## config.mk

```make
export PLATFORM = sky130hd
export DESIGN_NAME = collision_uart_tx
export DESIGN_NICKNAME = d
export VERILOG_FILES = /design/src/rtl/cdtx_pkg.sv /design/src/rtl/cdtx_lfsr.sv /design/src/rtl/cdtx_idle_mon.sv /design/src/rtl/cdtx_bit_timer.sv /design/src/rtl/collision_uart_tx.sv
export SDC_FILE = /design/constraint.sdc
export NUM_CORES = 1
export LEC_CHECK = 0
export CORE_MARGIN = 3
export CORE_UTILIZATION = 61
export DETAILED_ROUTE_END_ITERATION = 10
export HOLD_SLACK_MARGIN = 0.05
export MAX_ROUTING_LAYER = met4
export PLACE_DENSITY = 0.93
export SETUP_SLACK_MARGIN = 0.15
export SYNTH_ARGS = -nofsm -noshare
export SYNTH_HDL_FRONTEND = slang
export SYNTH_SLANG_ARGS = --single-unit
```

## constraint.sdc

```tcl
create_clock -name clk_i -period 5.58 [get_ports clk_i]
set_clock_uncertainty 0.1 [all_clocks]
set_input_delay 0.837 -clock clk_i [delete_from_list [all_inputs] [get_ports clk_i]]
set_output_delay 0.837 -clock clk_i [all_outputs]
set_load 0.01 [all_outputs]
```

## src/rtl/cdtx_pkg.sv

```systemverilog
package cdtx_pkg;
  typedef enum logic [1:0] {
    ST_IDLE,
    ST_SENSE,
    ST_BACKOFF,
    ST_SEND
  } tx_state_e;
endpackage

```

## src/rtl/cdtx_lfsr.sv

```systemverilog
module cdtx_lfsr #(
  parameter int          WIDTH = 16,
  parameter logic [15:0] TAPS  = 16'hB400,
  parameter logic [15:0] SEED  = 16'hACE1,
  parameter int          OUT_W = 4
) (
  input  logic             clk_i,
  input  logic             rst_ni,
  output logic [OUT_W-1:0] rand_o
);
  logic [WIDTH-1:0] lfsr_q;

  // Galois form, shifts right every clock
  always_ff @(posedge clk_i or negedge rst_ni) begin
    if (!rst_ni) lfsr_q <= SEED[WIDTH-1:0];
    else         lfsr_q <= {1'b0, lfsr_q[WIDTH-1:1]} ^ (lfsr_q[0] ? TAPS[WIDTH-1:0] : '0);
  end

  assign rand_o = lfsr_q[OUT_W-1:0];

  assert_lfsr_alive_R4: assert property (@(posedge clk_i) disable iff (!rst_ni)
    lfsr_q != '0);
endmodule

```

## src/rtl/cdtx_idle_mon.sv

```systemverilog
module cdtx_idle_mon #(
  parameter int CLKS_PER_BIT = 8,
  parameter int IDLE_BITS    = 10
) (
  input  logic clk_i,
  input  logic rst_ni,
  input  logic line_i,
  input  logic busy_i,
  output logic idle_o
);
  localparam int IDLE_CLKS = CLKS_PER_BIT * IDLE_BITS;
  localparam int CW        = $clog2(IDLE_CLKS + 1);

  logic [CW-1:0] cnt_q;
  logic          quiet;

  assign quiet = line_i && !busy_i;

  always_ff @(posedge clk_i or negedge rst_ni) begin
    if (!rst_ni)                     cnt_q <= '0;
    else if (!quiet)                 cnt_q <= '0;
    else if (cnt_q != CW'(IDLE_CLKS)) cnt_q <= cnt_q + 1'b1;
  end

  // current reading also qualifies, so a low pulse cancels immediately
  assign idle_o = (cnt_q == CW'(IDLE_CLKS)) && quiet;

  assert_idle_after_quiet_R10: assert property (@(posedge clk_i) disable iff (!rst_ni)
    idle_o |-> $past(line_i && !busy_i));
endmodule

```

## src/rtl/cdtx_bit_timer.sv

```systemverilog
module cdtx_bit_timer #(
  parameter int CLKS_PER_BIT = 8,
  parameter int SAMPLE_PHASE = 6,
  parameter int FRAME_BITS   = 10,
  localparam int PH_W        = $clog2(CLKS_PER_BIT),
  localparam int IDX_W       = $clog2(FRAME_BITS)
) (
  input  logic             clk_i,
  input  logic             rst_ni,
  input  logic             en_i,
  output logic [IDX_W-1:0] idx_o,
  output logic             sample_o,
  output logic             frame_end_o
);
  logic [PH_W-1:0]  phase_q;
  logic [IDX_W-1:0] idx_q;
  logic             cell_end;

  assign cell_end = phase_q == PH_W'(CLKS_PER_BIT - 1);

  always_ff @(posedge clk_i or negedge rst_ni) begin
    if (!rst_ni) begin
      phase_q <= '0;
      idx_q   <= '0;
    end else if (!en_i) begin
      phase_q <= '0;
      idx_q   <= '0;
    end else if (cell_end) begin
      phase_q <= '0;
      idx_q   <= idx_q + 1'b1;
    end else begin
      phase_q <= phase_q + 1'b1;
    end
  end

  assign idx_o       = idx_q;
  assign sample_o    = en_i && (phase_q == PH_W'(SAMPLE_PHASE));
  assign frame_end_o = en_i && cell_end && (idx_q == IDX_W'(FRAME_BITS - 1));

  assert_idx_in_frame_R5: assert property (@(posedge clk_i) disable iff (!rst_ni)
    en_i |-> idx_q < IDX_W'(FRAME_BITS));
endmodule

```

## src/rtl/collision_uart_tx.sv

```systemverilog
module collision_uart_tx #(
  parameter int          DATA_BITS    = 8,
  parameter int          CLKS_PER_BIT = 8,
  parameter int          SAMPLE_PHASE = 6,
  parameter int          IDLE_BITS    = 10,
  parameter int          BACKOFF_W    = 4,
  parameter logic [15:0] LFSR_SEED    = 16'hACE1
) (
  input  logic                 clk_i,
  input  logic                 rst_ni,
  input  logic                 tx_valid_i,
  input  logic [DATA_BITS-1:0] tx_data_i,
  output logic                 tx_ready_o,
  input  logic                 line_i,
  input  logic                 rx_busy_i,
  output logic                 drive_n_o,
  output logic                 done_o,
  output logic                 abort_o
);
  import cdtx_pkg::*;

  localparam int FRAME_BITS = DATA_BITS + 2;
  localparam int IDX_W      = $clog2(FRAME_BITS);
  localparam int BO_W       = BACKOFF_W + $clog2(CLKS_PER_BIT) + 1;

  tx_state_e             state_q;
  logic [FRAME_BITS-1:0] frame_q;
  logic [BO_W-1:0]       bo_cnt_q;
  logic                  done_q, abort_q;
  logic                  line_idle, sample_stb, frame_end, cur_bit;
  logic [IDX_W-1:0]      bit_idx;
  logic [BACKOFF_W-1:0]  rand_w;

  cdtx_lfsr #(.WIDTH(16), .TAPS(16'hB400), .SEED(LFSR_SEED), .OUT_W(BACKOFF_W)) u_lfsr (
    .clk_i  (clk_i),
    .rst_ni (rst_ni),
    .rand_o (rand_w)
  );

  cdtx_idle_mon #(.CLKS_PER_BIT(CLKS_PER_BIT), .IDLE_BITS(IDLE_BITS)) u_idle (
    .clk_i  (clk_i),
    .rst_ni (rst_ni),
    .line_i (line_i),
    .busy_i (rx_busy_i),
    .idle_o (line_idle)
  );

  cdtx_bit_timer #(.CLKS_PER_BIT(CLKS_PER_BIT), .SAMPLE_PHASE(SAMPLE_PHASE),
                   .FRAME_BITS(FRAME_BITS)) u_timer (
    .clk_i       (clk_i),
    .rst_ni      (rst_ni),
    .en_i        (state_q == ST_SEND),
    .idx_o       (bit_idx),
    .sample_o    (sample_stb),
    .frame_end_o (frame_end)
  );

  assign cur_bit = frame_q[bit_idx];

  always_ff @(posedge clk_i or negedge rst_ni) begin
    if (!rst_ni) begin
      state_q  <= ST_IDLE;
      frame_q  <= '1;
      bo_cnt_q <= '0;
      done_q   <= 1'b0;
      abort_q  <= 1'b0;
    end else begin
      done_q  <= 1'b0;
      abort_q <= 1'b0;
      unique case (state_q)
        ST_IDLE: if (tx_valid_i) begin
          frame_q <= {1'b1, tx_data_i, 1'b0};
          state_q <= ST_SENSE;
        end
        ST_SENSE: if (line_idle) begin
          bo_cnt_q <= BO_W'(rand_w) * BO_W'(CLKS_PER_BIT);
          state_q  <= ST_BACKOFF;
        end
        ST_BACKOFF: begin
          if (!line_idle)          state_q  <= ST_SENSE;
          else if (bo_cnt_q == '0) state_q  <= ST_SEND;
          else                     bo_cnt_q <= bo_cnt_q - 1'b1;
        end
        ST_SEND: begin
          if (sample_stb && cur_bit && !line_i) begin
            abort_q <= 1'b1;   // lost arbitration, byte stays in frame_q
            state_q <= ST_SENSE;
          end else if (frame_end) begin
            done_q  <= 1'b1;
            state_q <= ST_IDLE;
          end
        end
        default: state_q <= ST_IDLE;
      endcase
    end
  end

  assign tx_ready_o = state_q == ST_IDLE;
  assign drive_n_o  = !((state_q == ST_SEND) && !cur_bit);
  assign done_o     = done_q;
  assign abort_o    = abort_q;

  assert_ready_released_R2: assert property (@(posedge clk_i) disable iff (!rst_ni)
    tx_ready_o |-> drive_n_o);
  assert_start_after_idle_R3: assert property (@(posedge clk_i) disable iff (!rst_ni)
    (state_q == ST_SEND && $past(state_q) != ST_SEND) |-> $past(line_idle));
  assert_done_single_R6: assert property (@(posedge clk_i) disable iff (!rst_ni)
    done_o |=> !done_o);
  assert_done_not_abort_R6: assert property (@(posedge clk_i) disable iff (!rst_ni)
    !(done_o && abort_o));
  assert_abort_releases_R7: assert property (@(posedge clk_i) disable iff (!rst_ni)
    abort_o |-> drive_n_o);
  assert_abort_cause_R7: assert property (@(posedge clk_i) disable iff (!rst_ni)
    abort_o |-> !$past(line_i));
  assert_retry_pending_R9: assert property (@(posedge clk_i) disable iff (!rst_ni)
    abort_o |-> !tx_ready_o);
endmodule

```

==> results of run 1 <==
## stage by stage
step | worst slack [ps] | hold slack (ps) | instances | util, % | cell area, sq um
after CTS | 2110 | 252.4 | 257 | 74.52 | 2565
after detailed placement | 2458 | 234.7 | 249 | 70.85 | 2439
after floorplan | 3087 | 231.2 | 193 | - | 2260
after global placement | 2543 | 233.6 | 249 | 70.85 | 2439
final | 2116 | 252.6 | 257 | 74.52 | 2565
after global routing | 2033 | 267.2 | 257 | 74.52 | 2565
## kinds of logic after synthesis
family | after synthesis | share of synthesized area [%]
and+or+nand+nor | 65 | 14.95
DFF | 51 | 57.42
AOI/OAI and AO/OA | 29 | 8.528
xor gates and xnor gates | 14 | 5.426
buffers and inverters | 14 | 2.824
muxes | 11 | 5.869
adders and majority gates | 9 | 4.983
## registers in the layout, indices dropped and copies added (netlist names)
register and cells:
u_timer.idx_o 4, done_o 1, state_q 2, frame_q 9, u_lfsr.lfsr_q 16, u_idle.cnt_q 7
bo_cnt_q 8, u_timer.phase_q 3, abort_o 1
## routing by layer
layer  global-route usage, %  vias to the layer above  wire, microns
li1                        -                      694              -
met1                   26.04                      702           1625
met2                   31.68                       40           1879
met3                   5.059                       10            179
met4                   10.13                        0            109
met5                       -                        -              0
## how the worst min path moves through the flow
stage	start	end	slack, ps	cells past startpoint
3_5_place_dp	u_lfsr.lfsr_q[4]$_DFF_PN0_	u_lfsr.lfsr_q[3]$_DFF_PN0_	230	0
5_1_grt	u_lfsr.lfsr_q[6]$_DFF_PN1_	u_lfsr.lfsr_q[5]$_DFF_PN1_	270	0
2_1_floorplan	u_lfsr.lfsr_q[4]$_DFF_PN0_	u_lfsr.lfsr_q[3]$_DFF_PN0_	230	0
4_1_cts	u_lfsr.lfsr_q[4]$_DFF_PN0_	u_lfsr.lfsr_q[3]$_DFF_PN0_	250	0
6_report	u_lfsr.lfsr_q[4]$_DFF_PN0_	u_lfsr.lfsr_q[3]$_DFF_PN0_	250	0
3_3_place_gp	u_lfsr.lfsr_q[4]$_DFF_PN0_	u_lfsr.lfsr_q[3]$_DFF_PN0_	230	0
## Yosys cell counts (all sizes together)
| cell type | number | share of area (%) |
|---|---|---|
| a211oi | 1 | 0.33 |
| a21o | 1 | 0.33 |
| a21oi | 7 | 1.6 |
| a22oi | 1 | 0.33 |
| a2bb2oi | 1 | 0.39 |
| a31oi | 2 | 1.2 |
| a41oi | 1 | 0.39 |
| and2 | 1 | 0.28 |
| and3 | 2 | 0.55 |
| buf | 4 | 1.2 |
| clkbuf | 2 | 0.33 |
| dfrtp | 34 | 38 |
| dfstp | 17 | 20 |
| ha | 9 | 5.0 |
| inv | 8 | 1.3 |
| mux2 | 8 | 4.0 |
| mux2i | 2 | 0.89 |
| mux4 | 1 | 1.0 |
| nand2 | 9 | 1.5 |
| nand2b | 2 | 0.55 |
| nand3 | 7 | 1.6 |
| nand4 | 1 | 0.28 |
| nand4b | 1 | 0.39 |
| nand4bb | 2 | 1.0 |
| nor2 | 25 | 4.3 |
| nor2b | 2 | 0.55 |
| nor3 | 5 | 1.3 |
| nor3b | 2 | 0.66 |
| nor4 | 2 | 0.55 |
| nor4b | 1 | 0.39 |
| o21ai | 12 | 2.8 |
| o22a | 2 | 0.78 |
| o31a | 1 | 0.39 |
| or2 | 1 | 0.39 |
| or3b | 1 | 0.39 |
| or4 | 1 | 0.33 |
| xnor2 | 6 | 2.3 |
| xor2 | 8 | 3.1 |
## power by group
group / switching, uW / internal [uW] / total [uW]
sequential: 24.0 / 425 / 449
clock: 124 / 143 / 267
combinational: 44.8 / 56.0 / 101
total: 193 / 624 / 817
## critical path, cell delays in order (launching register included)
cell and delay [ps]:
dfrtp_1 550, mux4_2 550, or2_4 250, a31oi_4 210
nand3_1 150, clkdlybuf4s50_1 510
## area by class of cell
cell class / instances / area, sq um
Timing Repair Buffer: 16 / 155.1
Fill cell: 246 / 877.1
Clock inverter: 1 / 7.507
Sequential cell: 51 / 1297
Multi-Input combinational cell: 128 / 898.4
Inverter: 8 / 30.03
Tap cell: 46 / 57.56
Clock buffer: 7 / 118.9
==> metrics.md, run 1 <==
| Metric | Value |
|---|---|
| Worst slew pin tran | 1045 ps |
| Share of layout cells above drive strength 1 | 19.43% |
| Setup CP Type | reg -> out |
| Critical Path Source Type | flop |
| Mean Syn Cell Area | 11.71 sq um |
| Crit share post-route | 62.09% |
| Clock root buffer | clkbuf_8 |
| Status | finished clean |
| Syn_nets | 215 |
| Routed WL | 3793 microns |
| CTS clk-pin slew, worst paths | 90 ps |
| Most common cell after layout, fill and taps aside | dfrtp_1 |
| Post-synthesis cell type count | 44 |
| Setup Buffers After CTS | 0 |
| Htree depth | 2 |
| First-pass GRT wire length | 6568 microns |
| Die height | 66.87 microns |
| Critical Path RT | 4640 ps |
| Synth warn | 0 |
| Setup_tns | 0 ps |
| Seq/Total Area, Yosys | 57.42% |
| Reg2reg setup slack | 3560 ps |
| R2R Path Start | state_q[0]$_DFFE_PN0P_ |
| Vias per cell | 5.626 |
| DPL Wire Length | 2720 microns |
| Critical path destination | drive_n_o |
| Unrepaired setup endpoints after global routing | false |
| Initial antenna violation count | 0 |
| Setup violations, final | 0 |
| Die area | 4471 sq um |
| Area grow syn2layout | 13.51% |
| Port-buffer cells | 16 |
| Final slew viol count | 0 |
| Cts hold-fix bufs | 0 |
| Drt wl/cell | 14.76 microns |
| Reg2reg end | bo_cnt_q[5]$_DFFE_PN0P_ |
| CTS tree | done |
| Drt first pass iters | 4 |
| Mapped Area | 2260 sq um |
| Max-cap violations | 0 |
| Critical path origin | u_timer.idx_o[0]$_DFFE_PN0P_ |
| R2R depth | 5 |
| Vias | 1446 |
| Min-delay worst type | reg -> reg |
| ANT cells | 0 |
| Vias in the first global route | 1435 |
| Longest Clk Path Bufs | 2 |
| GRT Total Usage | 20.77% |
| Final hold vios | 0 |
| Max IR drop VDD | 0.0002084 V |
| Num CTS Buffers | 5 |
| CORE AREA | 3442 sq um |
| Fin nets | 232 |
| CP Max Fanout | 8 |
| Arrival time worst endpoint | 2530 ps |
| Crit path capture type | output pin |
| Remaining DRCs | 0 |
| Minimum clock period | 3464 ps |
| Power after layout | 816.6 uW |
| Seq cells post-synth | 51 |
| Pwr Density | 318.4 nW/um^2 |
| # IOs | 17 |
| Commonest non-fill, non-tap cells in the layout | 34 x dfrtp_1, 24 x nor2_1, 17 x dfstp_2, 15 x clkdlybuf4s50_1 |
| Cells after synthesis | 193 |
| Starting DRT DRC Count | 136 |
| Gr ovfl total | 0 |
| Number of core rows | 21 |
| Post-cts resize count | 0 |
| Slew headroom | 30.31% |
| RD Place Congestion | 0.7977 |
| ANT nets after route | 0 |
| FMAX | 288.6 MHz |
| Initial Util | 65.65% |
| Leakage Power | 0.001097 uW |
| Die Span X | 66.87 microns |
| Clk_lat worst skew | 310 ps |
| Largest net degree at the start of global routing | 52 |
| Sink Count | 51 |
No activity file was read; power rests on OpenSTA's default activity.
==> run 2, diff against run 1 <==
--- a/config.mk
+++ b/config.mk
@@ -6,11 +6,11 @@
 export NUM_CORES = 1
 export LEC_CHECK = 0
 export CORE_MARGIN = 3
-export CORE_UTILIZATION = 61
+export CORE_UTILIZATION = 57
 export DETAILED_ROUTE_END_ITERATION = 10
 export HOLD_SLACK_MARGIN = 0.05
 export MAX_ROUTING_LAYER = met4
-export PLACE_DENSITY = 0.93
+export PLACE_DENSITY = 0.88
 export SETUP_SLACK_MARGIN = 0.15
 export SYNTH_ARGS = -nofsm -noshare
 export SYNTH_HDL_FRONTEND = slang
==> constraint.sdc (replaced) <==
create_clock -name clk_i -period 3.31 [get_ports clk_i]
set_clock_uncertainty 0.1 [all_clocks]
set_input_delay 0.4965 -clock clk_i [delete_from_list [all_inputs] [get_ports clk_i]]
set_output_delay 0.4965 -clock clk_i [all_outputs]
set_load 0.01 [all_outputs]
==> run 2 against run 1 <==
Net effect: final cell count increased by 0.78%; combinational power increased by 70%; non-clock buffer count unchanged; sequential cell count unchanged; sequential share of layout area grew 0.15 points; power is 68% higher; wire length grew 0.55%; setup slack got worse by 1800 ps; highest routed layer unchanged.
==> metrics.md, run 2 (synthesized netlist as in run 1, its figures left out) <==
| Metric | Value |
|---|---|
| Routed WL | 3814 microns |
| Sequential Power Share | 54.9% |
| Cts hold-fix bufs | 0 |
| Critical Path RT | 2710 ps |
| Minimum clock period | 2981 ps |
| Pwr Density | 537.1 nW/um^2 |
| Status | finished clean |
| Vias in the first global route | 1381 |
| Int Power | 1055 uW |
| Fin nets | 232 |
| Slowest cell on the critical path | mux4_2 |
| Most common cell after layout, fill and taps aside | dfrtp_1 |
| Setup CP Type | reg -> out |
| Longest Clk Path Bufs | 2 |
| Crit-path cells | mux4_2 -> or2_4 -> a31oi_4 -> nand3_1 -> clkdlybuf4s50_1 |
| Number of core rows | 22 |
| Critical Path Source Type | flop |
| FMAX | 335.5 MHz |
| Setup Buffers After CTS | 0 |
| RD Place Congestion | 0.7818 |
| Arrival time worst endpoint | 2380 ps |
| Net Sw Frac | 23.26% |
| Final slew viol count | 0 |
| Initial Util | 60.36% |
| Fill cells | 295 |
| Max-cap violations | 0 |
| Vias per cell | 5.529 |
| Slew headroom | 29.03% |
| Port-buffer cells | 16 |
| Initial antenna violation count | 0 |
| Remaining DRCs | 0 |
| Vias | 1432 |
| Clock root buffer | clkbuf_8 |
| Largest reg by FF count | u_lfsr.lfsr_q |
| Top Registers | u_lfsr.lfsr_q: 16 flops, frame_q: 9 flops, bo_cnt_q: 8 flops |
| Unrepaired setup endpoints after global routing | false |
| Area grow syn2layout | 13.29% |
| Clk_lat worst skew | 310 ps |
| Min-delay worst type | reg -> reg |
| Num CTS Buffers | 5 |
| CP Max Fanout | 8 |
| Largest net degree at the start of global routing | 52 |
| Setup_tns | 0 ps |
| Commonest non-fill, non-tap cells in the layout | 33 x dfrtp_1, 24 x nor2_1, 17 x dfstp_2, 15 x clkdlybuf4s50_1 |
| First-pass GRT wire length | 6320 microns |
| Final core utilization | 68.38% |
| DPL Wire Length | 2610 microns |
| Worst slew pin tran | 1065 ps |
| Drt first pass iters | 4 |
| Drt wl/cell | 14.73 microns |
| ANT cells | 0 |
| Crit-path leading delay family | multiplexers |
| Die Span X | 68.96 microns |
| Final hold vios | 0 |
| # IOs | 17 |
| Switching power | 319.8 uW |
| Max IR drop VDD | 0.0004070 V |
| Gate power share | 12.5% |
| ANT nets after route | 0 |
| Share of layout cells above drive strength 1 | 19.91% |
| CTS clk-pin slew, worst paths | 90 ps |
| Die height | 68.96 microns |
| Max reg flops | 16 |
| Gr ovfl total | 0 |
| CORE AREA | 3744 sq um |
| Die area | 4755 sq um |
| Power after layout | 1375 uW |
| Starting DRT DRC Count | 91 |
| Setup violations, final | 0 |
| Crit share post-route | 90.06% |
| Leakage Power | 0.001095 uW |
| Sink Count | 51 |
| Crit path capture type | output pin |
| GRT Total Usage | 18.94% |
| Hold slack | 256.2 ps |
| Htree depth | 2 |
| Critical Path Max Stage Delay | 520 ps |
| Buf/Inv on CP | 1 |
| Clock share of power | 32.5% |
| CTS tree | done |
run 2: through the flow:
| step | area (sq um) | cells | setup slack (ps) |
|---|---|---|---|
| final | 2560 | 259 | 329.0 |
| after CTS | 2559 | 259 | 203.7 |
| after global routing | 2560 | 259 | 239.0 |
| after global placement | 2441 | 251 | 623.3 |
| after floorplan | 2260 | 193 | 1158 |
| after detailed placement | 2441 | 251 | 569.9 |
run 2: per-layer routing:
| metal | up-vias | track usage [%] | share of wire (%) |
|---|---|---|---|
| met5 | - | - | 0 |
| met4 | 0 | 6.813 | 2.5 |
| met3 | 9 | 4.862 | 3.5 |
| met2 | 27 | 30.24 | 48 |
| met1 | 699 | 23.38 | 46 |
| li1 | 697 | - | - |
run 2: what timing repair did:
item,CTS,global route
gates resized for setup,0,1
endpoints found under the setup margin,0,1
hold endpoints to repair,0,0
run 2: final timing paths:
| kind | to | slack, ps | startpoint | cells after the start |
|---|---|---|---|---|
| worst max-delay path | drive_n_o | 330 | u_timer.idx_o[0]$_DFFE_PN0P_ | 5 |
| worst min-delay path | u_lfsr.lfsr_q[7]$_DFF_PN1_ | 260 | u_lfsr.lfsr_q[8]$_DFF_PN0_ | 0 |
| worst max register to register | state_q[0]$_DFFE_PN0P_ | 1390 | u_timer.idx_o[0]$_DFFE_PN0P_ | 5 |
| worst min register to register | u_lfsr.lfsr_q[7]$_DFF_PN1_ | 260 | u_lfsr.lfsr_q[8]$_DFF_PN0_ | 0 |
| max in group asynchronous | u_timer.idx_o[0]$_DFFE_PN0P_ | 2100 | rst_ni | 1 |
| min in group asynchronous | u_idle.cnt_q[4]$_DFFE_PN0P_ | 280 | rst_ni | 1 |
run 2: worst register-to-register path, cell delays in order (launching register included):
cell	delay, ps
dfrtp_2	480
mux4_2	520
or2_4	260
a31oi_4	220
nor2_2	90
o22a_1	150
run 2: power groups by stage:
stage / logic, uW / clock network, uW / registers, uW
CTS: 174 / 459 / 756
global placement: 163 / 0 / 764
finish: 172 / 447 / 755
global route: 191 / 488 / 764
floorplan: 130 / 0 / 745
detailed placement: 170 / 0 / 768
run 2: cell type report:
| type | instances | area, sq um | area share [%] |
|---|---|---|---|
| sequential | 51 | 1299 | 50.73 |
| timing repair buffer | 16 | 155.1 | 6.061 |
| clock buffer | 6 | 82.58 | 3.226 |
| clock inverter | 2 | 35.03 | 1.369 |
| tap | 48 | 60.06 | 2.346 |
| multi-input combinational | 128 | 898.4 | 35.09 |
| inverter | 8 | 30.03 | 1.173 |
==> run 3, diff against run 2 <==
--- a/config.mk
+++ b/config.mk
@@ -10,7 +10,8 @@
 export DETAILED_ROUTE_END_ITERATION = 10
 export HOLD_SLACK_MARGIN = 0.05
 export MAX_ROUTING_LAYER = met4
-export PLACE_DENSITY = 0.88
+export PLACE_DENSITY = 0.78
+export RECOVER_POWER = 50
 export SETUP_SLACK_MARGIN = 0.15
 export SYNTH_ARGS = -nofsm -noshare
 export SYNTH_HDL_FRONTEND = slang
==> run 3 against run 2 <==
Net effect: global-route usage rose by 0.60 points; hold slack got worse by 1.9 ps; register-to-register slack got worse by 90 ps; fmax rose by 1.1%; non-clock buffer count did not move; via count rose by 1.6%; wire length rose by 0.13%; final area fell by 1.2%; die area did not move; clock-buffer cell count did not move; critical path type unchanged.
==> metrics.md, run 3 (synthesized netlist as in run 1, its figures left out) <==
| Metric | Value |
|---|---|
| Status | finished clean |
| Slew headroom | 29.88% |
| Initial Util | 60.36% |
| Multi-input gate area | 898.4 sq um |
| ANT cells | 0 |
| # IOs | 17 |
| Number of core rows | 22 |
| Final slew viol count | 0 |
| Drt wl/cell | 14.75 microns |
| Leakage Power | 0.001080 uW |
| Largest reg by FF count | u_lfsr.lfsr_q |
| Fin nets | 232 |
| Top Registers | u_lfsr.lfsr_q: 16 flops, frame_q: 9 flops, bo_cnt_q: 8 flops |
| Min-delay worst type | reg -> reg |
| Critical Path Source Type | flop |
| Port-buffer cells | 16 |
| Pwr Density | 504.4 nW/um^2 |
| Worst hold stages | 0 |
| Starting DRT DRC Count | 63 |
| Reg2reg end | bo_cnt_q[6]$_DFFE_PN0P_ |
| Initial antenna violation count | 0 |
| Vias per cell | 5.618 |
| End of the worst hold path | u_lfsr.lfsr_q[8]$_DFF_PN0_ |
| Final hold vios | 0 |
| Sink Count | 51 |
| Arrival time worst endpoint | 2350 ps |
| Fill cells | 285 |
| Setup CP Type | reg -> out |
| Drt first pass iters | 4 |
| Setup_tns | 0 ps |
| Remaining DRCs | 0 |
| Longest Clk Path Bufs | 2 |
| Placed Instances | 251 |
| Setup Buffers After CTS | 0 |
| Clock root buffer | clkbuf_8 |
| Crit share post-route | 89.07% |
| Commonest non-fill, non-tap cells in the layout | 33 x dfrtp_1, 24 x nor2_1, 16 x dfstp_2, 14 x clkdlybuf4s50_1 |
| Storage cell area | 1299 sq um |
| First-pass GRT wire length | 6548 microns |
| Power after layout | 1276 uW |
| CTS clk-pin slew, worst paths | 80 ps |
| Htree depth | 2 |
| RD Place Congestion | 0.8332 |
| Routed WL | 3819 microns |
| Crit path capture type | output pin |
| R2R Path Start | u_idle.cnt_q[0]$_DFFE_PN0P_ |
| Die area | 4755 sq um |
| ANT nets after route | 0 |
| Die Span X | 68.96 microns |
| Reg2reg setup slack | 1300 ps |
| Post-cts resize count | 0 |
| Max reg flops | 16 |
| Layout Cells excl Fill | 259 |
| Largest net degree at the start of global routing | 52 |
| Die height | 68.96 microns |
| Clk_lat worst skew | 300 ps |
| Num CTS Buffers | 5 |
| Cts hold-fix bufs | 0 |
| FMAX | 339.2 MHz |
| Unrepaired setup endpoints after global routing | false |
| Critical Path RT | 2710 ps |
| CTS tree | done |
| Max-cap violations | 0 |
| Share of layout cells above drive strength 1 | 18.96% |
| R2R depth | 7 |
| Setup violations, final | 0 |
| Vias in the first global route | 1496 |
| CORE AREA | 3744 sq um |
| Vias | 1455 |
| Most common cell after layout, fill and taps aside | dfrtp_1 |
| Max IR drop VDD | 0.0003352 V |
| Hold path startpoint | u_lfsr.lfsr_q[9]$_DFF_PN0_ |
| DPL Wire Length | 2715 microns |
| Minimum clock period | 2948 ps |
| Worst slew pin tran | 1052 ps |
| GRT Total Usage | 19.54% |
| CP Max Fanout | 8 |
| Area grow syn2layout | 11.90% |
| Gr ovfl total | 0 |
[run 3: cell count changes in the layout (fill, tap and decap cells not counted)]
cell             before  now
bufinv_16             1    0
clkbuf_1              0    1
clkbuf_8              6    5
clkdlybuf4s50_1      15   14
clkinv_4              0    1
dfstp_1               0    1
dfstp_2              17   16
dlygate4sd3_1         0    1
[run 3: worst max-delay path by stage]
stage | startpoint | slack [ps] | endpoint | cells after the start
6_report | u_timer.idx_o[0]$_DFFE_PN0P_ | 360 | drive_n_o | 5
5_1_grt | u_timer.idx_o[0]$_DFFE_PN0P_ | 250 | drive_n_o | 5
2_1_floorplan | u_timer.idx_o[0]$_DFFE_PN0P_ | 1160 | drive_n_o | 5
3_3_place_gp | u_timer.idx_o[0]$_DFFE_PN0P_ | 630 | drive_n_o | 5
4_1_cts | u_timer.idx_o[0]$_DFFE_PN0P_ | 250 | drive_n_o | 5
3_5_place_dp | u_timer.idx_o[0]$_DFFE_PN0P_ | 580 | drive_n_o | 5
[run 3: layout make-up]
class | count | area share (%)
flip-flops and latches | 51 | 51.36
multi-input cells | 128 | 35.53
repair buffers | 16 | 6.136
clock buffers | 6 | 2.870
well taps | 48 | 2.375
inverters | 8 | 1.188
clock inverters | 2 | 0.5443
[run 3: stage by stage]
step                hold WS [ps]  area, sq um  utilization [%]  setup slack [ps]
floorplan                  100.9         2260                -              1158
global placement           239.4         2441            65.21             633.7
detailed placement         235.6         2441            65.21             584.9
CTS                        255.7         2527            67.51             246.9
global route               259.2         2529            67.55             245.4
finish                     254.2         2529            67.55             361.8
[run 3: per-layer routing]
layer / wire (microns) / GRT usage, % / part of all wire (%) / vias to the layer above
met5: 0 / - / 0 / -
met4: 79 / 8.759 / 2.1 / 0
met3: 130 / 5.024 / 3.4 / 7
met2: 1893 / 32.26 / 50 / 27
met1: 1715 / 22.41 / 45 / 722
li1: - / - / - / 699
[run 3: report_power, final]
part | total, uW | leakage (uW) | switching [uW] | internal, uW
Sequential | 757 | 0.000642 | 40.9 | 716
Clock | 348 | 0.0000452 | 199 | 149
Combinational | 170 | 0.000393 | 76.1 | 94.4
Total | 1280 | 0.00108 | 316 | 960
[run 3: worst max-delay path, cell delays in order, from the launching register on]
cell             delay, ps
dfrtp_2                480
mux4_2                 520
or2_4                  250
a31oi_4                210
nand3_1                100
clkdlybuf4s50_1        500
